### config.mk
export PLATFORM = sky130hd
export DESIGN_NAME = mbuf_chan_flags
export DESIGN_NICKNAME = d
export VERILOG_FILES = /design/src/rtl/mbuf_pkg.sv /design/src/rtl/mbuf_state.sv /design/src/rtl/mbuf_flag_pipe.sv /design/src/rtl/mbuf_switch_mask.sv /design/src/rtl/mbuf_chan_flags.sv
export SDC_FILE = /design/constraint.sdc
export NUM_CORES = 1
export LEC_CHECK = 0
export BUFFER_PORTS_ARGS = -buffer_cell sky130_fd_sc_hd__clkbuf_2
export CAP_MARGIN = 40
export CORE_ASPECT_RATIO = 1.75
export CORE_MARGIN = 2
export CORE_UTILIZATION = 56
export DETAILED_ROUTE_END_ITERATION = 12
export PLACE_DENSITY_LB_ADDON = 0.05
export SYNTH_ARGS = -nofsm -noshare
export SYNTH_HDL_FRONTEND = slang
export SYNTH_HIERARCHICAL = 1
export SYNTH_SLANG_ARGS = --single-unit
### constraint.sdc
create_clock -name clk -period 1.13 [get_ports clk]
set_clock_uncertainty 0.15 [all_clocks]
set_input_delay 0.0565 -clock clk [delete_from_list [all_inputs] [get_ports clk]]
set_output_delay 0.0565 -clock clk [all_outputs]
set_load 0.05 [all_outputs]
### src/rtl/mbuf_pkg.sv
package mbuf_pkg;

  typedef enum logic {
    XDIR_READS  = 1'b0,
    XDIR_WRITES = 1'b1
  } mbuf_dir_e;

  // Map an internal asserted/deasserted state onto a pin level.
  function automatic logic pin_level(input logic asserted, input logic pol_high);
    return pol_high ? asserted : ~asserted;
  endfunction

endpackage

### src/rtl/mbuf_state.sv
module mbuf_state #(
  parameter int DATA_W    = 8,
  parameter int NUM_BUFS  = 4,
  parameter int BUF_BYTES = 8,
  localparam int CNT_W    = $clog2(BUF_BYTES + 1)
) (
  input  logic              clk,
  input  logic              rst_n,
  input  logic              prod_valid,
  input  logic [DATA_W-1:0] prod_data,
  input  logic              prod_commit,
  input  logic              cons_rd,
  input  logic              cons_release,
  output logic [NUM_BUFS-1:0] full_o,
  output logic [CNT_W-1:0]  pcnt_o,
  output logic [CNT_W-1:0]  rcnt_o,
  output logic              cfull_o,
  output logic              commit_ok_o,
  output logic              release_ok_o,
  output logic [DATA_W-1:0] cons_data_o
);
  localparam int IDX_W  = (NUM_BUFS > 1) ? $clog2(NUM_BUFS) : 1;
  localparam int MEM_D  = NUM_BUFS * BUF_BYTES;
  localparam int ADDR_W = $clog2(MEM_D);

  logic [NUM_BUFS-1:0] full_q, full_d;
  logic [IDX_W-1:0]    pidx_q, pidx_d, cidx_q, cidx_d;
  logic [CNT_W-1:0]    pcnt_q, pcnt_d, rcnt_q, rcnt_d;
  logic [DATA_W-1:0]   mem_q [MEM_D];
  logic [DATA_W-1:0]   data_q;
  logic [ADDR_W-1:0]   waddr, raddr;
  logic                wr_ok, rd_ok, commit_ok, release_ok;

  function automatic logic [IDX_W-1:0] step_idx(input logic [IDX_W-1:0] idx);
    return (idx == IDX_W'(NUM_BUFS - 1)) ? '0 : idx + IDX_W'(1);
  endfunction

  // Strobe qualification against the per-buffer state bits
  always_comb begin
    wr_ok      = prod_valid && !full_q[pidx_q] && (pcnt_q < CNT_W'(BUF_BYTES));
    commit_ok  = prod_commit && !full_q[pidx_q] && ((pcnt_q != '0) || wr_ok);
    rd_ok      = cons_rd && full_q[cidx_q] && (rcnt_q < CNT_W'(BUF_BYTES));
    release_ok = cons_release && full_q[cidx_q];
    waddr      = ADDR_W'(pidx_q) * ADDR_W'(BUF_BYTES) + ADDR_W'(pcnt_q);
    raddr      = ADDR_W'(cidx_q) * ADDR_W'(BUF_BYTES) + ADDR_W'(rcnt_q);
  end

  // Next state
  always_comb begin
    full_d = full_q;
    pidx_d = pidx_q;
    cidx_d = cidx_q;
    pcnt_d = pcnt_q;
    rcnt_d = rcnt_q;
    if (wr_ok) pcnt_d = pcnt_q + CNT_W'(1);
    if (commit_ok) begin
      full_d[pidx_q] = 1'b1;
      pidx_d         = step_idx(pidx_q);
      pcnt_d         = '0;
    end
    if (rd_ok) rcnt_d = rcnt_q + CNT_W'(1);
    if (release_ok) begin
      full_d[cidx_q] = 1'b0;
      cidx_d         = step_idx(cidx_q);
      rcnt_d         = '0;
    end
  end

  always_ff @(posedge clk or negedge rst_n) begin
    if (!rst_n) begin
      full_q <= '0;
      pidx_q <= '0;
      cidx_q <= '0;
      pcnt_q <= '0;
      rcnt_q <= '0;
      data_q <= '0;
    end else begin
      full_q <= full_d;
      pidx_q <= pidx_d;
      cidx_q <= cidx_d;
      pcnt_q <= pcnt_d;
      rcnt_q <= rcnt_d;
      if (rd_ok) data_q <= mem_q[raddr];
    end
  end

  // Data array: no reset
  always_ff @(posedge clk) begin
    if (wr_ok) mem_q[waddr] <= prod_data;
  end

  assign full_o       = full_q;
  assign pcnt_o       = pcnt_q;
  assign rcnt_o       = rcnt_q;
  assign cfull_o      = full_q[cidx_q];
  assign commit_ok_o  = commit_ok;
  assign release_ok_o = release_ok;
  assign cons_data_o  = data_q;

  // concurrent fill and drain never touch the same buffer
  a_r1_split_buffers: assert property (@(posedge clk) disable iff (!rst_n)
    (wr_ok && rd_ok) |-> (pidx_q != cidx_q));
  // a commit leaves the committed buffer full and the index moved
  a_r5_commit_sets: assert property (@(posedge clk) disable iff (!rst_n)
    commit_ok |=> (full_q[$past(pidx_q)] && (pidx_q != $past(pidx_q))));
  // a release leaves the released buffer empty
  a_r5_release_clears: assert property (@(posedge clk) disable iff (!rst_n)
    release_ok |=> !full_q[$past(cidx_q)]);
  // the producer count does not move while its buffer is full
  a_r10_full_holds_cnt: assert property (@(posedge clk) disable iff (!rst_n)
    full_q[pidx_q] |=> (pcnt_q == $past(pcnt_q)));
endmodule

### src/rtl/mbuf_flag_pipe.sv
module mbuf_flag_pipe #(
  parameter int WIDTH = 2,
  parameter int DEPTH = 2
) (
  input  logic             clk,
  input  logic             rst_n,
  input  logic [WIDTH-1:0] d_i,
  output logic [WIDTH-1:0] q_o
);
  logic [WIDTH-1:0] stg_q [DEPTH];

  for (genvar i = 0; i < DEPTH; i++) begin : g_stage
    logic [WIDTH-1:0] stg_d;
    if (i == 0) begin : g_head
      assign stg_d = d_i;
    end else begin : g_tail
      assign stg_d = stg_q[i-1];
    end
    always_ff @(posedge clk or negedge rst_n) begin
      if (!rst_n) stg_q[i] <= '0;
      else        stg_q[i] <= stg_d;
    end
  end

  assign q_o = stg_q[DEPTH-1];
endmodule

### src/rtl/mbuf_switch_mask.sv
module mbuf_switch_mask #(
  parameter int HOLD = 3,
  localparam int HC_W = $clog2(HOLD + 1)
) (
  input  logic clk,
  input  logic rst_n,
  input  logic advance_i,
  output logic masked_o
);
  logic [HC_W-1:0] cnt_q, cnt_d;

  always_comb begin
    cnt_d = cnt_q;
    if (advance_i)          cnt_d = HC_W'(HOLD);
    else if (cnt_q != '0)   cnt_d = cnt_q - HC_W'(1);
  end

  always_ff @(posedge clk or negedge rst_n) begin
    if (!rst_n) cnt_q <= '0;
    else        cnt_q <= cnt_d;
  end

  assign masked_o = (cnt_q != '0);

  // a buffer switch opens the mask window on the next cycle
  a_r9_mask_on_switch: assert property (@(posedge clk) disable iff (!rst_n)
    advance_i |=> masked_o);
endmodule

### src/rtl/mbuf_chan_flags.sv
module mbuf_chan_flags
  import mbuf_pkg::*;
#(
  parameter int DATA_W       = 8,
  parameter int MAX_PKT      = 4,
  parameter int PKTS_PER_BUF = 2,
  parameter int NUM_BUFS     = 4,
  parameter int FLAG_DLY     = 2,
  localparam int BUF_BYTES   = MAX_PKT * PKTS_PER_BUF,
  localparam int CNT_W       = $clog2(BUF_BYTES + 1)
) (
  input  logic              clk,
  input  logic              rst_n,
  input  logic              dir_in,
  input  logic              pol_high,
  input  logic [CNT_W-1:0]  wm_level,
  input  logic              prod_valid,
  input  logic [DATA_W-1:0] prod_data,
  input  logic              prod_commit,
  input  logic              cons_rd,
  input  logic              cons_release,
  output logic [DATA_W-1:0] cons_data,
  output logic              rdy_pin,
  output logic              wm_pin,
  output logic              wm_masked
);
  if (NUM_BUFS < 2) begin : g_bad_count
    $error("mbuf_chan_flags needs at least two buffers");
  end
  if (FLAG_DLY < 1) begin : g_bad_dly
    $error("mbuf_chan_flags needs a flag delay of at least one cycle");
  end

  logic [1:0]          rst_sync_q;
  logic                srst_n;
  logic [NUM_BUFS-1:0] full;
  logic [CNT_W-1:0]    pcnt, rcnt;
  logic                cfull, commit_ok, release_ok, advance;
  logic                notavail_raw, wm_raw;
  logic [1:0]          flags_d;
  mbuf_dir_e           xdir;

  // Asynchronous assert, synchronous release
  always_ff @(posedge clk or negedge rst_n) begin
    if (!rst_n) rst_sync_q <= '0;
    else        rst_sync_q <= {rst_sync_q[0], 1'b1};
  end
  assign srst_n = rst_sync_q[1];

  mbuf_state #(
    .DATA_W(DATA_W), .NUM_BUFS(NUM_BUFS), .BUF_BYTES(BUF_BYTES)
  ) u_state (
    .clk(clk), .rst_n(srst_n),
    .prod_valid(prod_valid), .prod_data(prod_data), .prod_commit(prod_commit),
    .cons_rd(cons_rd), .cons_release(cons_release),
    .full_o(full), .pcnt_o(pcnt), .rcnt_o(rcnt), .cfull_o(cfull),
    .commit_ok_o(commit_ok), .release_ok_o(release_ok),
    .cons_data_o(cons_data)
  );

  // Channel-wide availability and external-side watermark
  always_comb begin
    xdir = mbuf_dir_e'(dir_in);
    if (xdir == XDIR_WRITES) begin
      notavail_raw = &full;
      wm_raw       = (pcnt >= wm_level);
      advance      = commit_ok;
    end else begin
      notavail_raw = ~|full;
      wm_raw       = cfull && ((CNT_W'(BUF_BYTES) - rcnt) <= wm_level);
      advance      = release_ok;
    end
  end

  mbuf_flag_pipe #(.WIDTH(2), .DEPTH(FLAG_DLY)) u_pipe (
    .clk(clk), .rst_n(srst_n),
    .d_i({wm_raw, notavail_raw}), .q_o(flags_d)
  );

  mbuf_switch_mask #(.HOLD(FLAG_DLY + 1)) u_mask (
    .clk(clk), .rst_n(srst_n), .advance_i(advance), .masked_o(wm_masked)
  );

  assign rdy_pin = pin_level(flags_d[0], pol_high);
  assign wm_pin  = pin_level(flags_d[1] && !wm_masked, pol_high);
endmodule

* Yosys cells after proc, flatten, opt, wreduce, memory -nomap -nowiden
Memory sizes are Yosys's and may differ from the RTL's. A register that Yosys moved wholly into a read port is not among the register bits. Cells that the tools add are included.
Storage, ports and cells: RAM bits 256, bits in registers 24, word-level logic and storage cells 81, output and inout bits 11, input bits 20, memories 1
Memories:
- u_state.mem_q | depth 32, bits a word 8, read ports 1, clocked after Yosys merged registers in 1, wr ports 1, RTL line mbuf_state.sv:29 | logic [DATA_W-1:0] mem_q [MEM_D];
Operators by class: eq/ne operators 2, mux-type cells 25, $lt $le $gt $ge 8, reductions and logical operators 23, bitwise operators 5, add/sub/neg operators 8
Operators with widths (count):
- 4-bit 2-to-1 mux | 6
- 1-bit logical AND | 11
- 1-bit 2-to-1 mux | 11
- 5-bit by 4-bit adder with 5-bit output | 2
- 4-bit by 1-bit adder with 4-bit output, second input constant | 2
- 4-bit < comparator, second input constant | 2
- 2-bit 2-to-1 mux | 4
- 2-bit nonzero test | 4
- 2-bit by 3-bit < comparator with 1-bit output, second input constant | 2
- 2-bit by 1-bit adder with 2-bit output, second input constant | 2
- 4-bit bitwise AND | 1
- 1-bit binary-select mux with 2-bit select | 2
- 1-bit demux with 2-bit select | 2
- 2-bit == test, second input constant | 2
- 2-bit by 1-bit >= comparator with 1-bit output, second input constant | 2
- 4-bit >= comparator | 1
- 4-bit <= comparator | 1
- 1-bit zero test | 4
- 4-bit NOT | 1
- 4-bit bitwise OR | 1
- 4-bit AND reduction | 1
- 4-bit nonzero test | 1
- 4-bit OR reduction | 1
- 4-bit subtractor, first input constant | 1
- 3 further kinds | 4

* Logic depth before layout (Yosys ltp)
Gate-level depths: netlist of the first run.
depth after elaboration 10, mapped depth 8

* By module
The synthesis of the first run kept the hierarchy.
By module, submodules not included:
- mbuf_state | times used 1, area each 11272.1 um^2, sequential area each 8287.9 um^2, cells an instance 605
- mbuf_chan_flags | times used 1, area each 346.6 um^2, sequential area each 50.0 um^2, cells an instance 42
- mbuf_switch_mask | times used 1, area each 110.1 um^2, sequential area each 50.0 um^2, cells an instance 11
- mbuf_flag_pipe | times used 1, area each 100.1 um^2, sequential area each 100.1 um^2, cells an instance 4

* Least setup slack after synthesis of the first run
OpenSTA, ideal clock, no wires.
path type flip-flop to flip-flop, start register u_state.pidx_q[0], end memory u_state.mem_q[10][0] (enable), data arrival time 1907 ps, slack -1298 ps, cell stages (with the launch flop) 5, required time 610 ps, setup time 370 ps, path through dfrtp_1 -> mux4_2 -> nor3b_4 -> nand2_1 -> nor2_1
Between the ends: longest elaborated chain between the ends 7, elaborated cells on any way between the ends 8, classes of those cells 1 x add/sub; 4 x mux; 3 x reduce/logical
RTL lines:
- from (decl) | RTL line mbuf_state.sv:27 | logic [IDX_W-1:0] pidx_q, pidx_d, cidx_q, cidx_d;
- from (signal assigned) | RTL line mbuf_state.sv:79 | pidx_q <= pidx_d;
- 1-bit binary-select mux with 2-bit select | RTL line mbuf_state.sv:40 | wr_ok = prod_valid && !full_q[pidx_q] && (pcnt_q < CNT_W'(BUF_BYTES));
- 1-bit 2-to-1 mux (not written as such) | RTL line mbuf_state.sv:40
- 1-bit zero test | RTL line mbuf_state.sv:40
- 1-bit logical AND (2 in series) | RTL line mbuf_state.sv:40
- 1-bit 2-to-1 mux | RTL line mbuf_state.sv:89 | if (wr_ok) mem_q[waddr] <= prod_data;
- 1-bit 2-to-1 mux (not written as such) | RTL line mbuf_state.sv:89
- to (decl) | RTL line mbuf_state.sv:29
Several ways; a longest one is shown, not always the timed one. The select of a mux whose other input is x is not followed.

* Worst setup path in the final report of the first run
start register u_state.rcnt_q[0], in the netlist u_state/rcnt_o[0], end register u_state.data_q[3], in the netlist u_state/cons_data_o[3] (read register of u_state.mem_q)
Between the ends: longest elaborated chain between the ends 2, elaborated cells on any way between the ends 3, classes of those cells 1 x add/sub; 1 x order compare; 1 x reduce/logical
RTL lines:
- from (decl) | RTL line mbuf_state.sv:28 | logic [CNT_W-1:0] pcnt_q, pcnt_d, rcnt_q, rcnt_d;
- from (signal assigned) | RTL line mbuf_state.sv:82 | rcnt_q <= rcnt_d;
- 4-bit < comparator | RTL line mbuf_state.sv:42 | rd_ok = cons_rd && full_q[cidx_q] && (rcnt_q < CNT_W'(BUF_BYTES));
- 1-bit logical AND | RTL line mbuf_state.sv:42
- to (decl) | RTL line mbuf_state.sv:30 | logic [DATA_W-1:0] data_q;
Several ways; a longest one is shown, not always the timed one. A chain may end at the register's enable or synchronous reset.

==> flow_summary.ini, run 1 <==
[outcome]
status = complete, but fails checks
violations = hold timing, setup timing

[floorplan]
io_pins = 31
fp.dieW_um = 114
core_area_um2 = 20800
start_util_pct = 56.7
dieArea_um2 = 22300
die_h_um = 196
fp-row-count = 70

[placement]
placedCellCount = 1039
gp_congestion = 0.950
placed_area_um2 = 13500
port_buffers = 30
pre_cts_slack_ns = -1.14
place_hpwl_um = 19700

[sta]
finalSetupViolCount = 295
fin_ws_ns = -1.21
finalSetupTns_ns = -316.76
hold_viol_final = 2
fmax_ghz = 0.428
finalCritPeriodShare_pct = 207
whs_ns = -0.0627
slew_viol_final = 0
fin_crit_ns = 2.34
rsz0062_at_grt = true

[yosys]
ys_warn_count = 6
synth.distinct_cells = 49
syn-instance-count = 662
synth_edf_count = 256
synth.avg_cell_area_um2 = 17.9
async_reset_ff_share_pct = 11.1
synth_nets = 707
synth_common_cells = edfxtp_1, nor2_1, mux2i_1, mux4_2, dfrtp_1
ys_seq_area_share_pct = 71.8
synthFlopType = edfxtp_1
yosysMostFrequentCell = edfxtp_1
synth-seq-cells = 288
syn-cell-area_um2 = 11800
yosys.area.top_type_share_pct = 65.0
yosysTopAreaCell = edfxtp_1
synth_area_leaders = edfxtp_1, mux4_2, dfrtp_1

[critical_path]
required_ns = 1.39
critPathArrivalTime_ns = 2.60
critPathTopFamily = multiplexers
crit_path_top_delay_cell = mux4_2
cp_slowest_stage_delay_ns = 0.58
worstPathMaxFanout = 12
end_kind = register
critPathKind = register to register
cp_num_buf_inv = 2
startpoint_type = register
cp_cell_sequence = buf_4, clkbuf_16, mux4_2, a22oi_2, a21oi_2, a221o_1

[drt]
wirelength_um = 29800
drcViolationCount = 0
vias = 6756
wl_per_cell_um = 26.3
drt.antenna.violating_nets = 0
drt-initial-drc-count = 555
first_pass_iters = 5
vias_per_cell = 5.97

[power]
powerDensity_nw_per_um2 = 2370
leakage_nw = 5.53
ir_worst_vdd_mv = 2.11

[cts]
postCtsHoldBufs = 14
clk_latency_ns = 0.53
cts.sinks = 288
root_buffer = clkbuf_16
cts_tree = built
cts_buffers = 25
clockBufferDepth = 3
htree_levels = 1
clkTransAtPathRegs_ns = 0.07

[worst_hold_path]
hp-class = primary input to register

[final_layout]
fin_area_um2 = 15500
final_cells = 1131
antenna_cells = 0
fillers = 1269
nNetsFinal = 906
final_core_util_pct = 74.2
area_growth_syn_to_layout_pct = 30.7
drive_gt1_share_pct = 42.7

[global_routing]
grt-ovfl-total = 0
track_usage_pct = 27.1
grt_pass1_wl_um = 43400
antenna_found_initial = 0
grt_max_degree = 33
grt_pass1_vias = 7122

[job]
maxCapViolCount = 0
==> logic make-up after synthesis <==
group	after synthesis	synth area share [%]
AOI/OAI and AO/OA	79	4.68
xor gates and xnor gates	12	0.889
adders and majority gates	25	2.64
buffers and inverters	52	2.36
DFF	288	71.8
muxes	97	13.2
other	1	0.0317
and+or+nand+nor	108	4.43
==> stage by stage <==
step | hold slack [ns] | power, W
4_1_cts | -0.0741 | 0.0357
6_report | -0.0627 | 0.0367
2_1_floorplan | -0.389 | 0.0204
3_5_place_dp | -0.303 | 0.0252
5_1_grt | -0.0506 | 0.0381
3_3_place_gp | -0.307 | 0.0249
==> metal layers <==
layer	up-vias	wire length, um	GRT usage (%)
met2	230	16500	49.9
met3	58	1450	3.58
met5	-	0	0
li1	3015	-	-
met4	0	1550	13.4
met1	3453	10300	30.6
==> path summary, 6_finish.rpt <==
path	startpoint	slack [ns]	endpoint	cells after the start
max in group asynchronous	rst_n	0.48	rst_sync_q[0]$_DFF_PN0_	3
max reg2reg	u_state/rcnt_o[0]$_DFFE_PN0P_	-1.21	u_state/cons_data_o[3]$_DFFE_PN0P_	6
max	u_state/rcnt_o[0]$_DFFE_PN0P_	-1.21	u_state/cons_data_o[3]$_DFFE_PN0P_	6
min	wm_level[3]	-0.06	u_pipe/g_stage[1].stg_d[1]$_DFF_PN0_	5
min in group asynchronous	rst_sync_q[1]$_DFF_PN0_	0.10	u_mask/cnt_q[1]$_DFFE_PN0P_	1
min reg2reg	rst_sync_q[1]$_DFF_PN0_	0.10	u_mask/cnt_q[1]$_DFFE_PN0P_	1
==> cell type report <==
type	instances	area, um^2	share of cell area (%)
clock buffers	37	711	4.60
clock inverters	8	121	0.785
inverters	22	88.8	0.575
multi-input cells	322	3650	23.6
flip-flops and latches	288	8500	55.0
well taps	252	315	2.04
repair buffers	202	2080	13.5
==> layout by cell type, fill, tap and decap left out, types with 3 or more instances in the layout <==
cell           count
a21oi_1            8
a21oi_2           12
a221o_1           15
a221oi_1           5
a221oi_2           7
a31oi_1            4
buf_12            22
buf_4             96
buf_6             34
buf_8             11
bufinv_16          3
clkbuf_1           8
clkbuf_16         28
clkbuf_2          19
clkbuf_8           4
dfrtp_1           28
dfrtp_2            3
dlygate4sd3_1     14
edfxtp_1         256
ha_1              23
inv_1             16
inv_2              4
mux2i_1           43
mux2i_2            4
mux4_2            47
nand2_1           12
nand2_4            3
nand2b_1           3
nand2b_4           4
nand3_1            3
nor2_1            20
nor2_4            32
nor2b_1            4
nor3_1             3
nor3_2             3
o21ai_0           10
o21ai_1            3
xnor2_2            3
xor2_1             6
==> worst reg2reg max path, cell delays in order, from the launching register on <==
cell	delay, ns
dfrtp_4	0.55
buf_4	0.17
clkbuf_16	0.18
mux4_2	0.59
a22oi_2	0.19
a21oi_2	0.11
a221o_1	0.27
==> sequential cells by signal, indices dropped and copies added, names as in the netlist <==
register              cells
u_state/mem_q           256
rst_sync_q                2
u_mask/cnt_q              2
u_state/pidx_q            2
u_state/cidx_q            2
u_pipe/q_o                2
u_state/cons_data_o       8
u_state/rcnt_o            4
u_pipe/g_stage.stg_d      2
u_state/full_o            4
u_state/pcnt_o            4
==> power breakdown <==
part / switching [W] / internal, W
Clock: 0.00365 / 0.00505
Combinational: 0.00758 / 0.00729
Sequential: 0.000633 / 0.0125
==> repair_timing <==
item | in CTS | in global routing
pin swaps | 40 | 14
resized for setup | 112 | 42
endpoints found under the hold margin | 281 | 1
buffers inserted | 21 | 9
cloned | 2 | 3
endpoints found under the setup margin | 295 | 295
Power figures use the tool's default switching activity.
==> run 2: changes to the inputs <==
--- a/config.mk
+++ b/config.mk
@@ -5,6 +5,7 @@
 export SDC_FILE = /design/constraint.sdc
 export NUM_CORES = 1
 export LEC_CHECK = 0
+export ABC_AREA = 1
 export BUFFER_PORTS_ARGS = -buffer_cell sky130_fd_sc_hd__clkbuf_2
 export CAP_MARGIN = 40
 export CORE_ASPECT_RATIO = 1.75
==> run 2 against run 1 <==
Effect of this change: the flow still finishes with violations (hold timing, setup timing); clock power barely moved; synthesized cell count rose by 89%; global-route usage rose by 3.5 points; die area rose by 7.7%; critical path type unchanged; critical endpoint unchanged; largest cell class unchanged.
==> flow_summary.ini, run 2 <==
[drt]
drt-initial-drc-count = 944
first_pass_iters = 6
drt.antenna.violating_nets = 0
vias_per_cell = 5.61
vias = 9626
wirelength_um = 37800
wl_per_cell_um = 22.0
drcViolationCount = 0

[floorplan]
die_h_um = 204
dieArea_um2 = 24100
fp-row-count = 73
core_area_um2 = 22600
start_util_pct = 56.6
fp.dieW_um = 118
io_pins = 31

[power]
ir_worst_vdd_mv = 1.96
leakage_nw = 7.22
clkPwrFrac_pct = 19.1
combPwrFrac_pct = 52.1
powerDensity_nw_per_um2 = 2640
p_seq_share_pct = 28.8
p_total_w = 0.0457
sw_frac_of_total_pct = 40.4
power.switching_w = 0.0184
p_int_w = 0.0273

[final_layout]
fillers = 1455
drive_gt1_share_pct = 32.8
nNetsFinal = 1443
area_growth_syn_to_layout_pct = 35.4
largest_reg_flops = 256
final_cells = 1716
final_common_cell = nand2_1
regMostFlops = u_state/mem_q
antenna_cells = 0
layout_common_cells = nand2_1, edfxtp_1, inv_1

[yosys]
synth-seq-cells = 288
async_reset_ff_share_pct = 11.1
synth_area_leaders = edfxtp_1, nand2_1, nand3_1
yosysMostFrequentCell = nand2_1
synth_common_cells = nand2_1, edfxtp_1, nand3_1
synth.distinct_cells = 29
syn-cell-area_um2 = 12800
synthFlopType = edfxtp_1
synth_nets = 1294
synth.avg_cell_area_um2 = 10.2
yosys.area.top_type_share_pct = 60.2
synth_edf_count = 256
syn-instance-count = 1249
ys_seq_area_share_pct = 66.5
ys_warn_count = 6
yosysTopAreaCell = edfxtp_1

[sta]
rsz0062_at_grt = true
fin_ws_ns = -0.894
finalCritPeriodShare_pct = 179
hold_viol_final = 1
fmax_ghz = 0.494
fin_crit_ns = 2.02
finalSetupViolCount = 294
slew_viol_final = 0
whs_ns = -0.0364

[critical_path]
critPathKind = register to register
worstPathMaxFanout = 15
end_kind = register
critPathArrivalTime_ns = 2.30
required_ns = 1.40
startpoint_type = register

[placement]
placedCellCount = 1605
gp_congestion = 0.944
port_buffers = 30
pre_cts_slack_ns = -1.04
place_hpwl_um = 21100

[global_routing]
grt-ovfl-total = 0
antenna_found_initial = 0
grt_pass1_vias = 9449
track_usage_pct = 30.6
grt_pass1_wl_um = 54100
grt_max_degree = 48

[cts]
cts_tree = built
htree_levels = 1
clkTransAtPathRegs_ns = 0.07
clk_latency_ns = 0.54
cts_buffers = 25
root_buffer = clkbuf_16
clockBufferDepth = 3
cts.sinks = 288

[outcome]
violations = hold timing, setup timing
status = complete, but fails checks

[worst_hold_path]
hp-class = primary input to register

[job]
maxCapViolCount = 0
[run 2: cell count changes after synthesis, sizes merged, moves of 12 or more]
| cell | previous run | this run |
|---|---|---|
| inv | 22 | 131 |
| mux4 | 47 | 0 |
| nand3 | 3 | 174 |
| a21oi | 20 | 8 |
| buf | 17 | 47 |
| a221oi | 12 | 0 |
| nand2 | 18 | 477 |
| mux2i | 47 | 0 |
| a221o | 15 | 0 |
[run 2: logic make-up (layout without fill, tap and decap cells)]
group / after synthesis / after routing / synth area share (%)
mux: 1 / 1 / 0.0882
fa+ha+maj: 25 / 25 / 2.45
xor+xnor: 8 / 8 / 0.549
flops: 288 / 288 / 66.5
compound gates: 32 / 32 / 1.44
other cells: 1 / 1 / 0.0294
buf+inv: 187 / 354 / 6.35
simple gates: 707 / 707 / 22.6
[run 2: final timing paths]
check | start | to | slack, ns | cells past startpoint
max | u_state/rcnt_o[0]$_DFFE_PN0P_ | u_state/cons_data_o[3]$_DFFE_PN0P_ | -0.89 | 8
min | wm_level[3] | u_pipe/g_stage[1].stg_d[1]$_DFF_PN0_ | -0.04 | 7
max reg2reg | u_state/rcnt_o[0]$_DFFE_PN0P_ | u_state/cons_data_o[3]$_DFFE_PN0P_ | -0.89 | 8
min reg2reg | rst_sync_q[1]$_DFF_PN0_ | u_state/rcnt_o[0]$_DFFE_PN0P_ | 0.09 | 1
max in group asynchronous | rst_n | rst_sync_q[1]$_DFF_PN0_ | 0.48 | 3
min in group asynchronous | rst_sync_q[1]$_DFF_PN0_ | u_state/rcnt_o[0]$_DFFE_PN0P_ | 0.09 | 1
[run 2: power groups by stage]
stage               clock [W]  combinational [W]  sequential (W)
floorplan                   0            0.00990          0.0137
global placement            0             0.0157          0.0133
detailed placement          0             0.0159          0.0133
CTS                   0.00879             0.0210          0.0131
global route          0.00928             0.0251          0.0133
finish                0.00872             0.0238          0.0132
[run 2: layout make-up]
cell class	instances	area, um^2	share of cell area (%)
Timing Repair Buffer	176	2210	12.8
Tap cell	300	375	2.17
Clock buffer	31	678	3.92
Inverter	131	541	3.13
Multi-Input combinational cell	774	4790	27.7
Sequential cell	288	8490	49.1
Timing Repair inverter	2	36.3	0.210
Clock inverter	14	161	0.934
[run 2: worst max-delay path, stage by stage, from the launching register on]
cell	delay, ns
dfrtp_4	0.54
clkbuf_16	0.21
buf_16	0.16
o211ai_1	0.25
nand3_1	0.16
nand3_2	0.12
nand3_2	0.12
nand3_2	0.11
nand2_1	0.07
[run 2: stage by stage]
step / instance area [um^2] / utilization, % / setup TNS [ns]
2_1_floorplan: 13300 / - / -202.57
3_3_place_gp: 14400 / 63.6 / -249.60
3_5_place_dp: 14400 / 63.6 / -255.41
4_1_cts: 16600 / 73.6 / -232.43
5_1_grt: 17300 / 76.6 / -239.71
6_report: 17300 / 76.6 / -225.31
[run 2: metal layers]
| metal | GRT usage (%) | routed length, um |
|---|---|---|
| met5 | 0 | 0 |
| met4 | 16.0 | 2160 |
| met3 | 3.16 | 3010 |
| met1 | 35.5 | 12800 |
| met2 | 55.8 | 19900 |
[run 2: timing repair]
item | 4_1_cts | 5_1_grt
buffers inserted | 20 | 11
gates cloned | 18 | 9
pin swaps | 58 | 96
hold buffers | 15 | 0
endpoints found under the setup margin | 294 | 295
resized for setup | 162 | 143
endpoints found under the hold margin | 286 | 0
